<file path="src/rtl/ddr_deser_pkg.sv">
// Shared types and helpers for the DDR frame deserializer.
// Assumes word widths of at least two bits.
package ddr_deser_pkg;

    // Which half of a bit-clock period carried the first bit of a word.
    typedef enum logic {
        PH_RISE = 1'b0,
        PH_FALL = 1'b1
    } half_phase_e;

    // Bit idx of a calibration word: alt=0 gives MSB-only, alt=1 gives
    // alternating ones starting at the MSB.
    function automatic logic pattern_bit(input logic alt, input int idx, input int width);
        if (alt) begin
            return ((width - 1 - idx) % 2) == 0;
        end
        return idx == (width - 1);
    endfunction

endpackage

</file>
<file path="src/rtl/ddr_half_capture.sv">
// Dual-edge input sampler: one register bank on each bit-clock edge.
// Assumes inputs are settled around both edges (no delay tuning here).
module ddr_half_capture #(
    parameter int WIDTH = 5
) (
    input  logic             clk,
    input  logic             rst_n,
    input  logic [WIDTH-1:0] din,
    output logic [WIDTH-1:0] rise_q,
    output logic [WIDTH-1:0] fall_q
);

    // Rising-edge half-bit sample.
    always_ff @(posedge clk) begin
        if (!rst_n) rise_q <= '0;
        else        rise_q <= din;
    end

    // Falling-edge half-bit sample.
    always_ff @(negedge clk) begin
        if (!rst_n) fall_q <= '0;
        else        fall_q <= din;
    end

endmodule

</file>
<file path="src/rtl/frame_aligner.sv">
// Takes one half-bit pair per lane per bit-clock cycle (rise sample
// first), finds word starts from the sampled frame clock, and emits all
// lanes' words with a shared strobe when the boundary position is steady.
// Assumes WORD_W is even so that a frame spans whole bit-clock cycles.
module frame_aligner
    import ddr_deser_pkg::*;
#(
    parameter int LANES  = 4,
    parameter int WORD_W = 12
) (
    input  logic                      clk,
    input  logic                      rst_n,
    input  logic                      fco_a,
    input  logic                      fco_b,
    input  logic [LANES-1:0]          lane_a,
    input  logic [LANES-1:0]          lane_b,
    output logic [LANES*WORD_W-1:0]   word_flat,
    output logic                      word_valid,
    output logic                      aligned
);

    logic        fco_last;
    half_phase_e ptr;
    logic        have_ptr;
    logic        bnd_rise, bnd_fall, bnd;
    half_phase_e ph;
    logic        accept;

    // Boundary detection across the previous and current half-bit samples.
    always_comb begin
        bnd_rise = !fco_last && fco_a;
        bnd_fall = !fco_a && fco_b;
        bnd      = bnd_rise || bnd_fall;
        ph       = bnd_rise ? PH_RISE : PH_FALL;
        accept   = bnd && have_ptr && (ph == ptr);
    end

    // Pointer, aligned status and strobe bookkeeping.
    always_ff @(posedge clk) begin
        if (!rst_n) begin
            fco_last   <= 1'b0;
            ptr        <= PH_RISE;
            have_ptr   <= 1'b0;
            aligned    <= 1'b0;
            word_valid <= 1'b0;
        end else begin
            fco_last   <= fco_b;
            word_valid <= accept;
            if (bnd) begin
                ptr      <= ph;
                have_ptr <= 1'b1;
                aligned  <= accept;
            end
        end
    end

    for (genvar l = 0; l < LANES; l++) begin : g_lane
        logic [WORD_W-1:0]   sreg;
        logic [WORD_W+1:0]   nxt;
        logic [WORD_W-1:0]   word_q;

        assign nxt = {sreg, lane_a[l], lane_b[l]};

        // Shift two half-bits per cycle; latch the word ending before the boundary.
        always_ff @(posedge clk) begin
            if (!rst_n) begin
                sreg   <= '0;
                word_q <= '0;
            end else begin
                sreg <= nxt[WORD_W-1:0];
                if (accept) begin
                    word_q <= (ph == PH_FALL) ? nxt[WORD_W:1] : nxt[WORD_W+1:2];
                end
            end
        end

        assign word_flat[l*WORD_W +: WORD_W] = word_q;
    end

endmodule

</file>
<file path="src/rtl/pattern_matcher.sv">
// Per-lane calibration monitor: counts consecutive strobed words equal to
// the expected word and raises a flag once the run reaches MATCH_FRAMES.
// Assumes MATCH_FRAMES >= 1.
module pattern_matcher #(
    parameter int WORD_W       = 12,
    parameter int MATCH_FRAMES = 4
) (
    input  logic              clk,
    input  logic              rst_n,
    input  logic              valid,
    input  logic [WORD_W-1:0] word,
    input  logic [WORD_W-1:0] expected,
    output logic              match
);

    localparam int CNT_W = $clog2(MATCH_FRAMES + 1);
    localparam logic [CNT_W-1:0] CNT_TOP  = CNT_W'(MATCH_FRAMES);
    localparam logic [CNT_W-1:0] CNT_LAST = CNT_W'(MATCH_FRAMES - 1);

    logic [CNT_W-1:0] run_cnt;

    // Update the run length and flag on each strobed word only.
    always_ff @(posedge clk) begin
        if (!rst_n) begin
            run_cnt <= '0;
            match   <= 1'b0;
        end else if (valid) begin
            if (word == expected) begin
                if (run_cnt != CNT_TOP) run_cnt <= run_cnt + 1'b1;
                match <= (run_cnt >= CNT_LAST);
            end else begin
                run_cnt <= '0;
                match   <= 1'b0;
            end
        end
    end

endmodule

</file>
<file path="src/rtl/ddr_frame_deser.sv">
// Top of the four-lane DDR frame deserializer. Samples frame clock and
// lanes on both bit-clock edges, aligns words to the frame marker, checks
// the calibration pattern per lane and optionally flips word MSBs.
// Assumes dco is the only clock and rst_n is synchronous to it.
module ddr_frame_deser
    import ddr_deser_pkg::*;
#(
    parameter int LANES        = 4,
    parameter int WORD_W       = 12,
    parameter int MATCH_FRAMES = 4
) (
    input  logic                      dco,
    input  logic                      rst_n,
    input  logic                      fco,
    input  logic [LANES-1:0]          lane_in,
    input  logic                      pat_sel,
    input  logic                      tc_en,
    output logic [LANES*WORD_W-1:0]   word_out,
    output logic                      word_valid,
    output logic [LANES-1:0]          pat_match,
    output logic                      aligned
);

    localparam int CAP_W = LANES + 1;

    logic [CAP_W-1:0]        rise_q, fall_q;
    logic [LANES*WORD_W-1:0] raw_words;
    logic [WORD_W-1:0]       expected;

    ddr_half_capture #(.WIDTH(CAP_W)) u_cap (
        .clk    (dco),
        .rst_n  (rst_n),
        .din    ({fco, lane_in}),
        .rise_q (rise_q),
        .fall_q (fall_q)
    );

    frame_aligner #(.LANES(LANES), .WORD_W(WORD_W)) u_align (
        .clk        (dco),
        .rst_n      (rst_n),
        .fco_a      (rise_q[LANES]),
        .fco_b      (fall_q[LANES]),
        .lane_a     (rise_q[LANES-1:0]),
        .lane_b     (fall_q[LANES-1:0]),
        .word_flat  (raw_words),
        .word_valid (word_valid),
        .aligned    (aligned)
    );

    // Expected calibration word, built bit by bit from the select.
    for (genvar i = 0; i < WORD_W; i++) begin : g_exp
        assign expected[i] = pattern_bit(pat_sel, i, WORD_W);
    end

    for (genvar l = 0; l < LANES; l++) begin : g_lane
        pattern_matcher #(.WORD_W(WORD_W), .MATCH_FRAMES(MATCH_FRAMES)) u_match (
            .clk      (dco),
            .rst_n    (rst_n),
            .valid    (word_valid),
            .word     (raw_words[l*WORD_W +: WORD_W]),
            .expected (expected),
            .match    (pat_match[l])
        );
        assign word_out[l*WORD_W +: WORD_W] =
            raw_words[l*WORD_W +: WORD_W] ^ {tc_en, {(WORD_W-1){1'b0}}};
    end

endmodule

</file>
<file path="config.mk">
export PLATFORM = sky130hd
export DESIGN_NAME = ddr_frame_deser
export DESIGN_NICKNAME = d
export VERILOG_FILES = /design/src/rtl/ddr_deser_pkg.sv /design/src/rtl/ddr_half_capture.sv /design/src/rtl/frame_aligner.sv /design/src/rtl/pattern_matcher.sv /design/src/rtl/ddr_frame_deser.sv
export SDC_FILE = /design/constraint.sdc
export NUM_CORES = 1
export LEC_CHECK = 0
export BUFFER_PORTS_ARGS = -buffer_cell sky130_fd_sc_hd__buf_2
export CAP_MARGIN = 20
export CORE_ASPECT_RATIO = 0.6
export CORE_MARGIN = 2
export CORE_UTILIZATION = 35
export DETAILED_ROUTE_END_ITERATION = 16
export PLACE_DENSITY = 0.62
export RECOVER_POWER = 25
export SYNTH_ARGS = -nofsm -noshare
export SYNTH_HDL_FRONTEND = slang
export SYNTH_HIERARCHICAL = 1
export SYNTH_SLANG_ARGS = --single-unit
</file>
<file path="constraint.sdc">
create_clock -name dco -period 2.3 [get_ports dco]
set_input_delay 0.46 -clock dco [delete_from_list [all_inputs] [get_ports dco]]
set_output_delay 0.46 -clock dco [all_outputs]
set_load 0.05 [all_outputs]
</file>
==> out/results.tsv, run 1 <==
metric	value	unit
synth_top_cell_area_share	0.448	
multi_input_area	3200	µm²
wl_per_cell	15.8	µm
antenna_found_initial	0	
clkSinkCount	127	
htreeDepth	4	
fin_ws	-0.162	ns
outcome	finished, violations left	
io_buffers	62	
vias	4287	
die_width	168	µm
utilization	0.461	
globalRouteOverflowTotal	0	
grt_pass1_vias	4226	
r2r-end	u_align/g_lane[1].word_q[1]$_SDFFE_PN0P_	
synthArstFlopShare	0	
tightest_slew	0.865	ns
antenna-diode-count	0	
hold_path.class	input pin to flip-flop	
clockBufferDepth	2	
clk-insertion-delay-late	0.43	ns
min_to	u_cap/rise_q[0]$_DFF_P_	
core-area	15600	µm²
crit_path_max_fanout	19	
grt_first_pass_wirelength	22200	µm
drive_above_1_share	0.268	
setup_viol	50	
critical_path.startpoint_type	flip-flop	
critPathKind	flip-flop to flip-flop	
syn_area_per_cell	10.2	µm²
dieArea	17300	µm²
yosysTopAreaCell	dfxtp_1	
synth_ff_type	dfxtp_1	
synth.distinct_cells	32	
dp_hpwl	9130	µm
drt_iter0_drc	208	
layout_common_cells	127 x dfxtp_1, 61 x buf_2, 52 x xor2_1	
violations	setup timing	
initial_utilization	0.364	
max-cap-violations	0	
synthToLayoutAreaGrowth	26.7	%
timing.slew.headroom	0.424	
min_from	lane_in[0]	
ant_nets	0	
synth_area_leaders	dfxtp_1 45%, mux2i_1 8.5%, xor2_1 8.0%	
syn_area	5680	µm²
report.final.slew_viol_count	0	
fin_skew	0.0317	ns
r2r_cells	4	
cp_data_arrival_time	2.79	ns
synth_edf_count	0	
crit_path_end_kind	flip-flop	
wirelength	13700	µm
final_nets	669	
ios	63	
cts_tree	yes	
clk_transition_reported_paths	0.06	ns
cts_buffers	17	
post-cts-setup-buffers	0	
fillerInstances	1444	
die_h	103	µm
std_cell_rows	35	
whs_path_depth	2	
root_buffer	clkbuf_16	
stdcell_area	7190	µm²
drt_pass1_iterations	4	
layout_commonest_cell	dfxtp_1	
place_area	6330	µm²
regArea	2540	µm²
drc_errors	0	
rsz0062_at_grt	yes	
ys_seq_elements	127	
holdWs	0.280	ns
grt_max_degree	40	
hold_viol_final	0	
vias_per_cell	4.96	
cp.required	2.62	ns
r2r_slack	-0.16	ns
synth_cells	555	
p_leak	3.03	nW
timing.rr.start	u_cap/fall_q[4]$_DFF_N_	
globalplace.congestion	0.742	
grt.total_usage	0.166	
pwr_density_cell	796	nW/µm²
ir_drop	408	µV
yosysWarnings	6	
synth_seq_area_share	0.448	
[per-layer routing]
metal	wire [µm]	global-route usage	vias to the layer above
met4	84	0.0444	0
met1	7170	0.237	2057
met3	569	0.0453	7
met5	0	0	-
li1	-	-	2140
met2	5860	0.248	83
[where the power goes]
group / total [mW] / switching (mW) / internal [mW]
Clock: 2.79 / 0.986 / 1.81
Sequential: 2.33 / 0.0631 / 2.27
Combinational: 0.600 / 0.408 / 0.192
Total: 5.73 / 1.46 / 4.27
[flip-flops by register name, indices dropped and copies added, names as in the netlist]
name and cells:
u_align/g_lane.sreg 48, u_align/g_lane.word_q 48, g_lane.u_match/run_cnt 12, u_cap/fall_q 5, u_cap/rise_q 5, g_lane.u_match/match 4
u_align/aligned 1, u_align/fco_last 1, u_align/have_ptr 1, u_align/ptr 1, u_align/word_valid 1
[cells in the mapped netlist, types with 5 or more instances]
cell      number
nor4_2        12
ha_1          12
nand2_1       13
a211oi_1      42
inv_1         14
o211ai_1       8
nor2_1         5
nand3b_1      12
nand2b_1       6
a211oi_2      10
nor3_1        48
and2_1        59
dfxtp_1      127
nand4_1       20
buf_2         13
xor2_1        52
clkbuf_1      23
mux2i_1       48
[worst max path at each step]
stage               slack (ns)  depth (start not counted)                    start                                         to
floorplan                -0.25                          7  u_cap/fall_q[4]$_DFF_N_   u_align/g_lane[0].word_q[2]$_SDFFE_PN0P_
global placement         -0.17                          4  u_cap/fall_q[4]$_DFF_N_  u_align/g_lane[3].word_q[11]$_SDFFE_PN0P_
detailed placement       -0.22                          4  u_cap/fall_q[4]$_DFF_N_   u_align/g_lane[3].word_q[6]$_SDFFE_PN0P_
CTS                      -0.16                          4  u_cap/fall_q[4]$_DFF_N_   u_align/g_lane[2].word_q[2]$_SDFFE_PN0P_
global route             -0.20                          4  u_cap/fall_q[4]$_DFF_N_   u_align/g_lane[2].word_q[7]$_SDFFE_PN0P_
finish                   -0.16                          4  u_cap/fall_q[4]$_DFF_N_   u_align/g_lane[1].word_q[1]$_SDFFE_PN0P_
[timing repair]
item | in CTS | in global routing
gates cloned | 1 | 0
hold endpoints to repair | 0 | 0
hold buffers | 0 | 0
endpoints found under the setup margin | 50 | 50
gates resized for setup | 29 | 13
pin swaps | 1 | 0
[final cells by class]
cell class,count,share of cell area
sequential,127,0.353
clock inverter,13,0.0122
tap,203,0.0353
clock buffer,24,0.0774
multi-input combinational,401,0.444
timing repair buffer,82,0.0701
inverter,14,0.00731
[kinds of logic (layout without fill, tap and decap cells)]
family	after synthesis	in the layout	synth area share
adders and majority gates	12	12	0.0265
and+or+nand+nor	190	190	0.213
muxes	48	48	0.0847
other	2	28	0.00132
xor gates and xnor gates	52	52	0.0802
buffers and inverters	53	133	0.0406
AOI/OAI and AO/OA	71	71	0.106
DFF	127	127	0.448
[worst max-delay path, cell delays in order, from the launching register on]
cell      delay [ns]
dfxtp_1         0.30
and4b_2         0.23
or2_4           0.28
buf_16          0.19
a211oi_2        0.20
[metrics by stage]
step           std cells  setup TNS (ns)  worst slack, ns  power, mW
4_1_cts              864           -6.60           -0.160       5.77
3_3_place_gp         827           -7.62           -0.167       2.95
3_5_place_dp         827           -9.00           -0.224       2.96
5_1_grt              864           -8.44           -0.202       5.95
6_report             864           -6.60           -0.162       5.73
2_1_floorplan        581           -8.95           -0.248       2.81
(Power assumes the default switching activity.)
==> inputs of run 2 (changes only) <==
--- a/config.mk
+++ b/config.mk
@@ -5,6 +5,7 @@
 export SDC_FILE = /design/constraint.sdc
 export NUM_CORES = 1
 export LEC_CHECK = 0
+export ABC_AREA = 1
 export BUFFER_PORTS_ARGS = -buffer_cell sky130_fd_sc_hd__buf_2
 export CAP_MARGIN = 20
 export CORE_ASPECT_RATIO = 0.6
==> out/results.tsv, run 2 <==
metric	value	unit
dieArea	19200	µm²
drc_errors	0	
ir_drop	589	µV
critical_path.startpoint_type	flip-flop	
crit_path_max_fanout	7	
wirelength	14200	µm
stdcell_area	7980	µm²
grt.total_usage	0.152	
yosysWarnings	6	
timing.slew.headroom	0.647	
die_h	108	µm
p_seq_frac	0.424	
synth-simple-area-share	0.386	
combPwrFrac	0.102	
core-area	17900	µm²
clk-insertion-delay-late	0.44	ns
synth_cells	1006	
hold_path.class	input pin to flip-flop	
antenna_found_initial	1	
hold_viol_final	0	
cpMaxStageDelayCell	dfxtp_2	
layoutNonFillerInstCount	1379	
std_cell_rows	38	
place_ws	-0.135	ns
tightest_slew	0.529	ns
p_leak	4.16	nW
drive_above_1_share	0.159	
synth_top_cell_area_share	0.402	
antenna-diode-count	0	
grt_max_degree	118	
synth_edf_count	0	
muxShareOfSynthArea	0	
wl_per_cell	10.3	µm
drt_iter0_drc	330	
setup_viol	50	
cts_buffers	17	
synth_xor_area_frac	0.0221	
max_stage_delay	0.32	ns
violations	setup timing	
htreeDepth	4	
pwr_density_cell	681	nW/µm²
vias_per_cell	4.02	
layout_commonest_cell	nand2_1	
finalPower	5.43	mW
io_buffers	62	
fillerInstances	1847	
ant_nets	0	
path_buf_inv	2	
report.final.slew_viol_count	0	
synthTopCellsByCount	410 x nand2_1, 180 x inv_1, 144 x nor2_1, 127 x dfxtp_1, 17 x nand3_1	
crit_path_end_kind	flip-flop	
cp_cell_sequence	nand2_2 -> nand2_2 -> nand2_2 -> nor2_4 -> buf_12 -> clkbuf_16 -> nand2_2 -> nand2_1 -> nor2_1	
dp_cells	1331	
clockBufferDepth	2	
grt_pass1_vias	4795	
vias	5542	
rsz0062_at_grt	yes	
p_int	3.95	mW
p_clk_frac	0.474	
cpMostUsedCell	nand2_2	
critPathKind	flip-flop to flip-flop	
synth.distinct_cells	22	
cp.required	2.61	ns
syn_area_per_cell	6.29	µm²
cts_tree	yes	
root_buffer	clkbuf_16	
syn_area	6330	µm²
globalRouteOverflowTotal	0	
clk_transition_reported_paths	0.06	ns
reg_top3	u_align/g_lane.sreg (48), u_align/g_lane.word_q (48), g_lane.u_match/run_cnt (12)	
synthArstFlopShare	0	
synth_ff_type	dfxtp_1	
globalplace.congestion	0.771	
synth_area_leaders	dfxtp_1 40%, nand2_1 24%, inv_1 11%	
cp_top_family	simple AND/OR/NAND/NOR gates	
initial_utilization	0.354	
synth_compound_area_frac	0.0308	
cp_data_arrival_time	2.70	ns
final_nets	1147	
drt_pass1_iterations	4	
synth_adder_area_share	0.0237	
synth_top_family_by_area	simple AND/OR/NAND/NOR gates	
grt_first_pass_wirelength	23100	µm
fin_ws	-0.0945	ns
max-cap-violations	0	
switchingPower	1.48	mW
place_area	7080	µm²
layout_common_cells	380 x nand2_1, 184 x inv_1, 143 x nor2_1	
synthToLayoutAreaGrowth	26.1	%
switching_share	0.273	
die_width	178	µm
ys_seq_elements	127	
synth_most_common_cell	nand2_1	
yosysTopAreaCell	dfxtp_1	
outcome	finished, violations left	
fin_skew	0.0314	ns
clkSinkCount	127	
synth_seq_area_share	0.402	
dp_hpwl	8830	µm
ios	63	
[run 2: cell count changes after synthesis, moves of 14 or more]
cell | previous run | this run
a211oi_1 | 42 | 0
and2_1 | 59 | 0
inv_1 | 14 | 180
mux2i_1 | 48 | 0
nand2_1 | 13 | 410
nand3_1 | 0 | 17
nand4_1 | 20 | 0
nor2_1 | 5 | 144
nor3_1 | 48 | 0
o21ai_0 | 0 | 14
xnor2_1 | 0 | 16
xor2_1 | 52 | 0
[run 2: timing repair]
action / CTS / global route
pin swaps: 2 / 11
gates resized for setup: 14 / 30
hold buffers: 0 / 0
gates cloned: 4 / 4
setup buffers: 6 / 0
endpoints found under the setup margin: 50 / 50
[run 2: per-layer routing]
| layer | up-vias | wire, µm | global-route usage |
|---|---|---|---|
| met5 | - | 12 | 0 |
| met4 | 2 | 126 | 0.0521 |
| met3 | 15 | 684 | 0.0454 |
| met2 | 80 | 5530 | 0.219 |
| met1 | 2345 | 7830 | 0.216 |
| li1 | 3100 | - | - |
[run 2: layout make-up]
class | instances | area (µm²) | share of cell area
clock inverter | 19 | 151 | 0.0190
tap | 240 | 300 | 0.0376
sequential | 127 | 2540 | 0.319
multi-input combinational | 708 | 3180 | 0.398
timing repair buffer | 86 | 702 | 0.0879
clock buffer | 18 | 429 | 0.0538
inverter | 181 | 679 | 0.0851
[run 2: logic make-up after synthesis]
kind of cell | after synthesis
adder cells (fa/ha/maj) | 12
AO/OA/AOI/OAI | 35
AND/OR/NAND/NOR | 601
flip-flops | 127
other | 2
buffers and inverters | 213
XOR/XNOR | 16
[run 2: power groups by stage]
stage	Clock [mW]	Combinational, mW	Sequential [mW]
after floorplan	0.0162	0.317	2.43
after global placement	0.0162	0.513	2.35
after detailed placement	0.0162	0.518	2.35
after CTS	2.64	0.542	2.31
after global routing	2.74	0.621	2.31
final	2.57	0.553	2.31
[run 2: final timing paths]
path	from	to	slack (ns)	cells past startpoint
worst max-delay path	u_cap/fall_q[4]$_DFF_N_	u_align/g_lane[0].word_q[8]$_SDFFE_PN0P_	-0.09	9
worst min-delay path	lane_in[1]	u_cap/rise_q[1]$_DFF_P_	0.24	3
worst max register to register	u_cap/fall_q[4]$_DFF_N_	u_align/g_lane[0].word_q[8]$_SDFFE_PN0P_	-0.09	9
worst min register to register	u_cap/rise_q[0]$_DFF_P_	u_align/g_lane[0].sreg[1]$_SDFF_PN0_	0.43	2
[run 2: metrics by stage]
stage          setup TNS [ns]  utilization  hold WS [ns]
3_5_place_dp            -4.60        0.396         0.421
4_1_cts                 -3.97        0.439         0.231
3_3_place_gp            -3.07        0.396         0.415
2_1_floorplan               0            -         0.407
6_report                -3.10        0.446         0.241
5_1_grt                 -7.81        0.446         0.242
[run 2: worst reg2reg max path, delay by kind of cell (launching register included)]
kind | cells | cell delay [ns]
DFF | 1 | 0.32
buffers and inverters | 2 | 0.33
and+or+nand+nor | 7 | 0.46
